## config.mk

```make
export PLATFORM = sky130hd
export DESIGN_NAME = idx_pair_agu
export DESIGN_NICKNAME = d
export VERILOG_FILES = /design/src/rtl/idx_pair_agu.sv
export SDC_FILE = /design/constraint.sdc
export NUM_CORES = 1
export LEC_CHECK = 0
export BUFFER_PORTS_ARGS = -buffer_cell sky130_fd_sc_hd__buf_2
export CAP_MARGIN = 40
export CORE_AREA = 2 2 246 248
export DETAILED_ROUTE_END_ITERATION = 8
export DIE_AREA = 0 0 248 250
export PLACE_DENSITY = 0.69
export SLEW_MARGIN = 25
export SYNTH_ARGS = -nofsm -noshare
export SYNTH_HDL_FRONTEND = slang
export SYNTH_SLANG_ARGS = --single-unit
```

## constraint.sdc

```tcl
create_clock -name clk -period 4 [get_ports clk]
set_input_delay 0.6 -clock clk [delete_from_list [all_inputs] [get_ports clk]]
set_output_delay 0.6 -clock clk [all_outputs]
set_load 0.05 [all_outputs]
```

## src/rtl/idx_pair_agu.sv

```systemverilog
module idx_pair_agu #(
  parameter int XLEN = 64,
  parameter int RW   = 5
) (
  input  logic            clk,
  input  logic            rst_n,
  input  logic            op_valid,
  output logic            op_ready,
  input  logic [1:0]      op_kind,
  input  logic            op_store,
  input  logic            op_pre,
  input  logic            op_idx_zext,
  input  logic [1:0]      op_size,
  input  logic            op_signed,
  input  logic [1:0]      op_scale,
  input  logic [4:0]      op_imm5,
  input  logic [1:0]      op_pair_off,
  input  logic [RW-1:0]   op_rbase,
  input  logic [RW-1:0]   op_rda,
  input  logic [RW-1:0]   op_rdb,
  input  logic [XLEN-1:0] op_base,
  input  logic [XLEN-1:0] op_index,
  input  logic [XLEN-1:0] op_wdata_a,
  input  logic [XLEN-1:0] op_wdata_b,
  input  logic            mode_64,
  output logic            mem_valid,
  input  logic            mem_ready,
  output logic [XLEN-1:0] mem_addr,
  output logic [1:0]      mem_size,
  output logic            mem_write,
  output logic [XLEN-1:0] mem_wdata,
  input  logic [XLEN-1:0] mem_rdata,
  output logic            rf_dwe,
  output logic [RW-1:0]   rf_dwaddr,
  output logic [XLEN-1:0] rf_dwdata,
  output logic            rf_bwe,
  output logic [RW-1:0]   rf_bwaddr,
  output logic [XLEN-1:0] rf_bwdata,
  output logic            op_done,
  output logic            op_illegal
);

  localparam logic [1:0] K_IDX = 2'd0, K_UPD = 2'd1, K_PAIR = 2'd2;

  typedef enum logic [1:0] {S_IDLE, S_BEAT0, S_BEAT1} state_t;
  state_t st;

  logic [XLEN-1:0] idx_eff, incr, pair_offs, addr0, next_base, ld_ext, beat_bytes;
  logic            bad;

  logic [XLEN-1:0] r_addr, r_nbase, r_wa, r_wb;
  logic [RW-1:0]   r_rda, r_rdb, r_rbase;
  logic [1:0]      r_kind, r_size;
  logic            r_store, r_signed;

  assign idx_eff   = op_idx_zext ? {{(XLEN-32){1'b0}}, op_index[31:0]} : op_index;
  assign incr      = {{(XLEN-5){op_imm5[4]}}, op_imm5} << op_scale;
  assign pair_offs = {{(XLEN-2){1'b0}}, op_pair_off} << (op_size[0] ? 4 : 3);
  assign next_base = op_base + incr;

  always_comb begin
    case (op_kind)
      K_IDX:   addr0 = op_base + (idx_eff << op_scale);
      K_UPD:   addr0 = op_pre ? next_base : op_base;
      default: addr0 = op_base + pair_offs;
    endcase
  end

  assign bad = (op_kind == 2'd3)
             | (op_size == 2'd3 && !mode_64)
             | (op_kind == K_UPD && !op_store && op_rbase == op_rda)
             | (op_kind == K_PAIR && (op_size < 2'd2 || op_rbase == op_rda ||
                                      op_rbase == op_rdb || op_rda == op_rdb));

  always_comb begin
    case (r_size)
      2'd0:    ld_ext = {{(XLEN-8){r_signed & mem_rdata[7]}}, mem_rdata[7:0]};
      2'd1:    ld_ext = {{(XLEN-16){r_signed & mem_rdata[15]}}, mem_rdata[15:0]};
      2'd2:    ld_ext = {{(XLEN-32){r_signed & mem_rdata[31]}}, mem_rdata[31:0]};
      default: ld_ext = mem_rdata;
    endcase
  end

  assign beat_bytes = XLEN'(1) << r_size;
  assign op_ready   = (st == S_IDLE);
  assign mem_valid  = (st != S_IDLE);
  assign mem_addr   = r_addr;
  assign mem_size   = r_size;
  assign mem_write  = r_store;
  assign mem_wdata  = (st == S_BEAT1) ? r_wb : r_wa;
  assign rf_bwaddr  = r_rbase;
  assign rf_bwdata  = r_nbase;

  always_ff @(posedge clk or negedge rst_n) begin
    if (!rst_n) begin
      st <= S_IDLE;
      r_addr <= '0; r_nbase <= '0; r_wa <= '0; r_wb <= '0;
      r_rda <= '0; r_rdb <= '0; r_rbase <= '0;
      r_kind <= '0; r_size <= '0; r_store <= 1'b0; r_signed <= 1'b0;
      rf_dwe <= 1'b0; rf_dwaddr <= '0; rf_dwdata <= '0;
      rf_bwe <= 1'b0; op_done <= 1'b0; op_illegal <= 1'b0;
    end else begin
      rf_dwe <= 1'b0; rf_bwe <= 1'b0; op_done <= 1'b0; op_illegal <= 1'b0;
      case (st)
        S_IDLE: if (op_valid) begin
          if (bad) op_illegal <= 1'b1;
          else begin
            st <= S_BEAT0;
            r_addr <= addr0; r_nbase <= next_base;
            r_wa <= op_wdata_a; r_wb <= op_wdata_b;
            r_rda <= op_rda; r_rdb <= op_rdb; r_rbase <= op_rbase;
            r_kind <= op_kind; r_size <= op_size;
            r_store <= op_store; r_signed <= op_signed;
          end
        end
        S_BEAT0: if (mem_ready) begin
          if (!r_store) begin
            rf_dwe <= 1'b1; rf_dwaddr <= r_rda; rf_dwdata <= ld_ext;
          end
          if (r_kind == K_UPD) rf_bwe <= 1'b1;
          if (r_kind == K_PAIR) begin
            st <= S_BEAT1;
            r_addr <= r_addr + beat_bytes;
          end else begin
            st <= S_IDLE;
            op_done <= 1'b1;
          end
        end
        default: if (mem_ready) begin
          if (!r_store) begin
            rf_dwe <= 1'b1; rf_dwaddr <= r_rdb; rf_dwdata <= ld_ext;
          end
          st <= S_IDLE;
          op_done <= 1'b1;
        end
      endcase
    end
  end


  req_hold_chk: assert property (@(posedge clk) disable iff (!rst_n)
    mem_valid && !mem_ready |=> mem_valid && $stable(mem_addr) && $stable(mem_write) && $stable(mem_wdata));


  illegal_quiet_chk: assert property (@(posedge clk) disable iff (!rst_n)
    op_illegal |-> !mem_valid && !rf_dwe && !rf_bwe && !op_done);


  busy_chk: assert property (@(posedge clk) disable iff (!rst_n)
    mem_valid |-> !op_ready);


  done_chk: assert property (@(posedge clk) disable iff (!rst_n)
    op_done |-> op_ready && $past(mem_valid && mem_ready));


  base_wb_chk: assert property (@(posedge clk) disable iff (!rst_n)
    rf_bwe |-> $past(mem_valid && mem_ready) && !mem_valid);


  pair_step_chk: assert property (@(posedge clk) disable iff (!rst_n)
    (st == S_BEAT0 && mem_ready && r_kind == K_PAIR) |=>
      mem_valid && mem_addr == $past(mem_addr) + (XLEN'(1) << mem_size));

endmodule

```

==> metrics.txt, run 1 <==
status finished clean; worst min path class in2async; multiplexer share of the synthesized area 16.2%; clk sinks 352; critical path required time 4.48 ns; fmax 0.259 GHz; Post-Syn Instances 2914; nets 4403; GR Util All Layers 32.2%; Register Area 8810 sq um; Worst-Margin Slew 0.857 ns; multi-input combinational cell area 16700 sq um; Syn Nets 3404; largest net degree at the start of global routing 159; Setup TNS 0 ns; Die Span Y 250 um; synthesized area per cell 8.95 sq um; Antenna Violating Nets Remaining 0; unique cell type count in the Yosys netlist 82; #FFs+latches synth 352; Mapped Area 26100 sq um; first-pass GRT wire length 153000 um; total core area 59600 sq um; Psw 12.1 mW; most frequent cells in the layout buf_2, buf_4, dfrtp_1; crit path DAT 4.34 ns; synthesized-area fraction occupied by adder cells 6.47%; final count of pins violating max slew 0; Site Rows 90; TritonCTS clock tree done; RSZ-0062 raised after global routing true; Final period util 96.5%; Flop pwr share 26.8%; CP Capture Type flop; clk_lat worst skew 0.59 ns; detail-routed via count per cell 5.69; DRC viols 0; FF-to-FF setup slack 0.41 ns; share of layout cells above drive strength 1 39.9%; most common cell after layout, fill and taps aside buf_2; CTS Buf Count 41; Die X 248 um; synth warn 0; Starting Density 43.8%; htree depth 2; dpl hpwl 83100 um; Maximum Capacitance Violations 0; internal power 11.9 mW; switch share 50.5%; DRT iter0 DRCs 2223; vias in the first global route 25657; Main synth FF type dfrtp_1; initial antenna violation count 21; post-synthesis compound-gate area fraction 21.2%; area of placed instances 33600 sq um; CTS Buffer Depth 3; GP Congestion 1.02; Root Driver clkbuf_16; peak supply drop 0.608 mV; Post-synth ARST share 100%; WS Path Type in2reg; Post-synth EDFFs 0; simple-gate share of the synthesized area 14.5%; first drt pass iteration count 8; drt wl/cell 21.9 um; P&R area growth vs syn 36.0%; clk slew on worst S/H paths 0.06 ns; main combinational cell family by area after synthesis compound AO/OA/AOI/OAI gates; IO buf count 631; hold_buf cts 0; Design Area, Final 35500 sq um; PwrDens 677 nW/um^2; Clock Power Share 17.8%; Post-Synth XOR/XNOR Area 4.37%; Fin Hold WS 0.0213 ns; final hold vios 0; Comb pwr share 55.3%; Worst Path Max Fanout 5; slew margin rel. 42.9%; startpoint types input pin; DRT Wirelength 104000 um; clk_skew 0.0252 ns; sequential area share after synthesis 33.8%; I/O pin count 632; Congestion Overflow GR 0; die area 62000 sq um; Total Power 24.0 mW; Fillers 5296; static leakage 16.8 nW; via count 26976; Period minus WS final 3.86 ns; Final Setup Violations 0
-- cell type report --
class / instances / share of cell area, %
inverter: 62 / 0.656
tap: 782 / 2.76
antenna: 14 / 0.0988
clock buffer: 50 / 3.19
multi-input combinational: 2317 / 47.0
timing repair buffer: 1139 / 20.4
sequential: 352 / 24.8
clock inverter: 25 / 1.11
-- sequential cells by signal, indices dropped and copies added, names as in the netlist, 2 cells and up --
name	cells
mem_addr	64
r_wa	64
r_wb	64
rf_bwdata	64
rf_dwdata	64
r_rda	5
r_rdb	5
rf_bwaddr	5
rf_dwaddr	5
mem_size	2
r_kind	2
st	2
-- synthesized netlist by cell type (16+ instances only) --
cell type | count | area [sq um]
o21ai_0 | 165 | 826
xor2_1 | 43 | 377
a21oi_1 | 320 | 1600
nor2b_1 | 44 | 275
a21o_1 | 71 | 533
o22ai_1 | 16 | 100
nand2_1 | 240 | 901
mux4_2 | 29 | 653
inv_1 | 61 | 229
ha_1 | 130 | 1630
and2_1 | 21 | 131
o21bai_1 | 25 | 188
o211ai_1 | 21 | 158
nand2b_1 | 17 | 106
o21a_1 | 17 | 128
mux2i_1 | 66 | 661
nor2_1 | 259 | 972
nor3_1 | 55 | 275
mux2_2 | 258 | 2910
and3_1 | 26 | 163
nand3_1 | 65 | 325
a31oi_1 | 50 | 313
xnor2_1 | 87 | 762
nand4_1 | 36 | 225
clkbuf_1 | 163 | 612
a211oi_1 | 52 | 390
o21ai_1 | 19 | 95.1
o31ai_1 | 21 | 158
dfrtp_1 | 352 | 8810
-- kinds of logic (layout without fill, tap and decap cells) --
group | after synthesis | in the layout
AO/OA/AOI/OAI | 886 | 886
XOR/XNOR | 130 | 130
adder cells (fa/ha/maj) | 133 | 133
buffers and inverters | 245 | 1276
flip-flops | 352 | 352
multiplexers | 353 | 353
other | 0 | 14
AND/OR/NAND/NOR | 815 | 815
-- critical path, cell delays in order --
cell and delay (ns):
buf_2 0.11, or2_4 0.25, buf_12 0.15, nor4b_4 0.24, ha_2 0.23, inv_2 0.04, fa_2 0.33, nand2b_4 0.17
a21oi_4 0.16, o221ai_2 0.12, a31o_1 0.27, buf_4 0.16, a31oi_4 0.16, a221o_1 0.25, a31oi_4 0.12, a21o_4 0.25
o31ai_4 0.23, a21boi_1 0.10, xor2_1 0.15, a211oi_1 0.22
-- repair_timing --
item                       4_1_cts  5_1_grt
buffers inserted                 0        7
setup endpoints to repair       15       33
pin swaps                        0       21
cloned                           0        1
gates resized for setup          5       45
-- metal layers --
metal	global-route usage [%]	wire length, um
met5	0	101
met1	43.0	43600
met3	6.28	8770
met2	50.8	46900
met4	13.0	4390
-- per-stage QoR --
| stage | utilization [%] | setup slack [ns] | std cells |
|---|---|---|---|
| final | 59.5 | 0.142 | 4741 |
| after global routing | 59.5 | -0.0523 | 4736 |
| after CTS | 58.9 | 0.00196 | 4718 |
| after detailed placement | 56.3 | -0.782 | 4643 |
| after global placement | 56.3 | -0.782 | 4642 |
| after floorplan | - | -0.247 | 2914 |
-- power by group through the flow --
stage	logic (mW)	clock network (mW)	registers [mW]
6_report	13.3	4.28	6.44
5_1_grt	14.0	4.49	6.64
4_1_cts	13.2	4.35	6.40
3_5_place_dp	13.1	0	6.44
3_3_place_gp	13.0	0	6.36
2_1_floorplan	5.49	0	9.81
-- path summary, 6_finish.rpt --
| kind | endpoint | cells past startpoint | from |
|---|---|---|---|
| hold reg to reg | rf_bwdata[63]$_DFFE_PN0P_ | 2 | rf_bwdata[63]$_DFFE_PN0P_ |
| max in group asynchronous | rf_bwdata[24]$_DFFE_PN0P_ | 2 | rst_n |
| min in group clk | r_wa[60]$_DFFE_PN0P_ | 2 | op_wdata_a[60] |
| hold / removal | mem_addr[55]$_DFFE_PN0P_ | 1 | rst_n |
| setup / recovery | mem_addr[58]$_DFFE_PN0P_ | 20 | op_kind[0] |
| setup reg to reg | mem_addr[58]$_DFFE_PN0P_ | 16 | mem_size[1]$_DFFE_PN0P_ |
Note: power is estimated with default switching activity, not from simulation.
==> inputs of run 2 (changes only) <==
--- a/config.mk
+++ b/config.mk
@@ -10,7 +10,7 @@
 export CORE_AREA = 2 2 246 248
 export DETAILED_ROUTE_END_ITERATION = 8
 export DIE_AREA = 0 0 248 250
-export PLACE_DENSITY = 0.69
+export PLACE_DENSITY = 0.71
 export SLEW_MARGIN = 25
 export SYNTH_ARGS = -nofsm -noshare
 export SYNTH_HDL_FRONTEND = slang
==> constraint.sdc (replaced) <==
create_clock -name clk -period 3.4 [get_ports clk]
set_input_delay 0.51 -clock clk [delete_from_list [all_inputs] [get_ports clk]]
set_output_delay 0.51 -clock clk [all_outputs]
set_load 0.05 [all_outputs]
==> run 2 against run 1 <==
  * The run now ends with negative setup slack left
  * Critical endpoint is now mem_addr[57]$_DFFE_PN0P_
  * Combinational power up 24%
  * Clock skew up 0.014 ns
  * Highest routed layer unchanged
  * Critical path depth down 2
  * Routed wire length up 6.9%
  * Sequential power up 17%
  * First-iteration DRC count up 14%
  * Non-clock buffer count up 196
==> metrics.txt, run 2 (synthesized netlist as in run 1, its figures left out) <==
status finished, violations left; failing checks negative setup slack; multi-input combinational cell area 17800 sq um; worst hold stages 2; DRT Wirelength 111000 um; largest stage delay on the critical path 0.48 ns; Top cell by count, worst path buf_12; vias in the first global route 27147; GR Util All Layers 33.4%; first drt pass iteration count 6; Comb pwr share 57.7%; Design Area, Final 38400 sq um; first-pass GRT wire length 159000 um; total core area 59600 sq um; Final Setup Violations 36; startpoint types input pin; share of layout cells above drive strength 1 46.8%; TritonCTS clock tree done; worst min path class in2reg; Worst-Margin Slew 0.830 ns; RSZ-0062 raised after global routing true; final count of pins violating max slew 0; DRC viols 0; WS Path Type in2reg; internal power 13.9 mW; crit path DAT 4.32 ns; most frequent cells in the layout buf_4, buf_2, dfrtp_1; buffer and inverter count on the worst path 3; Fin Hold WS 0.138 ns; drt wl/cell 22.4 um; CTS Buf Count 41; Setup TNS -6.96 ns; critical path's top delay family compound AO/OA/AOI/OAI gates; most common cell after layout, fill and taps aside buf_4; final hold vios 0; Period minus WS final 3.81 ns; Starting Density 43.8%; Hold Crit Start mem_rdata[2]; switch share 51.2%; CTS Buffer Depth 3; Congestion Overflow GR 0; via count 28478; Flop pwr share 26.5%; R2R Path End mem_addr[50]$_DFFE_PN0P_; Die X 248 um; Critical R2R Launch mem_size[1]$_DFFE_PN0P_; die area 62000 sq um; detail-routed via count per cell 5.76; IO buf count 631; pre-CTS setup slack -1.14 ns; GP Congestion 1.01; Clock Power Share 15.8%; worst setup path startpoint op_scale[0]; Die Span Y 250 um; worst reg-to-reg path cell count 16; nets 4599; Register Area 8810 sq um; clk sinks 352; critical path required time 3.91 ns; FF-to-FF setup slack 0.11 ns; peak supply drop 0.883 mV; P&R area growth vs syn 47.2%; fmax 0.262 GHz; Worst Path Max Fanout 6; end of the worst hold path rf_dwdata[2]$_DFFE_PN0P_; Slowest cell on crit path mux4_2; Antenna Violating Nets Remaining 0; htree depth 2; clk slew on worst S/H paths 0.07 ns; Psw 14.6 mW; initial antenna violation count 20; Maximum Capacitance Violations 0; static leakage 18.2 nW; Final period util 112%; PwrDens 743 nW/um^2; clk_lat worst skew 0.60 ns; DRT iter0 DRCs 2535; Site Rows 90; clk_skew 0.0387 ns; slew margin rel. 44.6%; setup slack after layout -0.415 ns; Root Driver clkbuf_16; Cell Chain, Critical Path buf_12 -> buf_12 -> buf_6 -> mux4_2 -> nor2b_4 -> ha_4 -> a211oi_2 -> o21ai_2 -> o211ai_1 -> a31o_1 -> a311o_1 -> a31oi_4 -> o21ai_1 -> or3b_4 -> a221oi_4 -> o221a_4 -> xnor2_2 -> a221oi_2; CP Capture Type flop; area of placed instances 34900 sq um; dpl hpwl 83800 um; Fillers 4765; largest net degree at the start of global routing 134; I/O pin count 632
-- run 2: metal layers --
metal  GRT usage, %  up-vias  share of wire, %
li1               -    13099                 -
met1           43.9    13607                40
met2           53.0     1464                45
met3           6.17      302               9.2
met4           15.2        6               5.3
met5              0        -             0.035
-- run 2: repair_timing --
action                                 CTS  global route
gates cloned                             6             0
resized for setup                      119           181
pin swaps                               65           125
hold buffers                             1             0
setup endpoints to repair               55            65
buffers inserted                        43            22
endpoints found under the hold margin   62             0
-- run 2: worst max path at each step --
stage	cells after the start	slack, ns	to
after floorplan	20	-0.76	mem_addr[62]$_DFFE_PN0P_
after global placement	18	-1.09	mem_addr[61]$_DFFE_PN0P_
after detailed placement	18	-1.14	mem_addr[57]$_DFFE_PN0P_
after CTS	16	-0.26	mem_addr[57]$_DFFE_PN0P_
after global routing	19	-0.58	mem_addr[57]$_DFFE_PN0P_
final	18	-0.41	mem_addr[57]$_DFFE_PN0P_
-- run 2: power by group through the flow --
stage	Combinational [mW]	Clock, mW	Sequential, mW
floorplan	6.48	0	11.5
global placement	15.6	0	7.44
detailed placement	15.8	0	7.55
CTS	16.0	4.58	7.50
global route	17.2	4.73	7.78
finish	16.5	4.52	7.56
-- run 2: cell type report --
class	instances	share of cell area [%]
Multi-Input combinational cell	2317	46.5
Timing Repair Buffer	1335	23.7
Sequential cell	352	22.9
Clock buffer	55	3.04
Tap cell	782	2.55
Inverter	62	0.616
Clock inverter	18	0.489
Antenna cell	23	0.150
-- run 2: per-stage QoR --
stage	power, mW	std cells	utilization [%]
6_report	28.5	4944	64.4
5_1_grt	29.7	4933	64.4
4_1_cts	28.1	4906	62.5
3_5_place_dp	23.3	4784	58.5
3_3_place_gp	23.1	4784	58.5
2_1_floorplan	18.0	2914	-
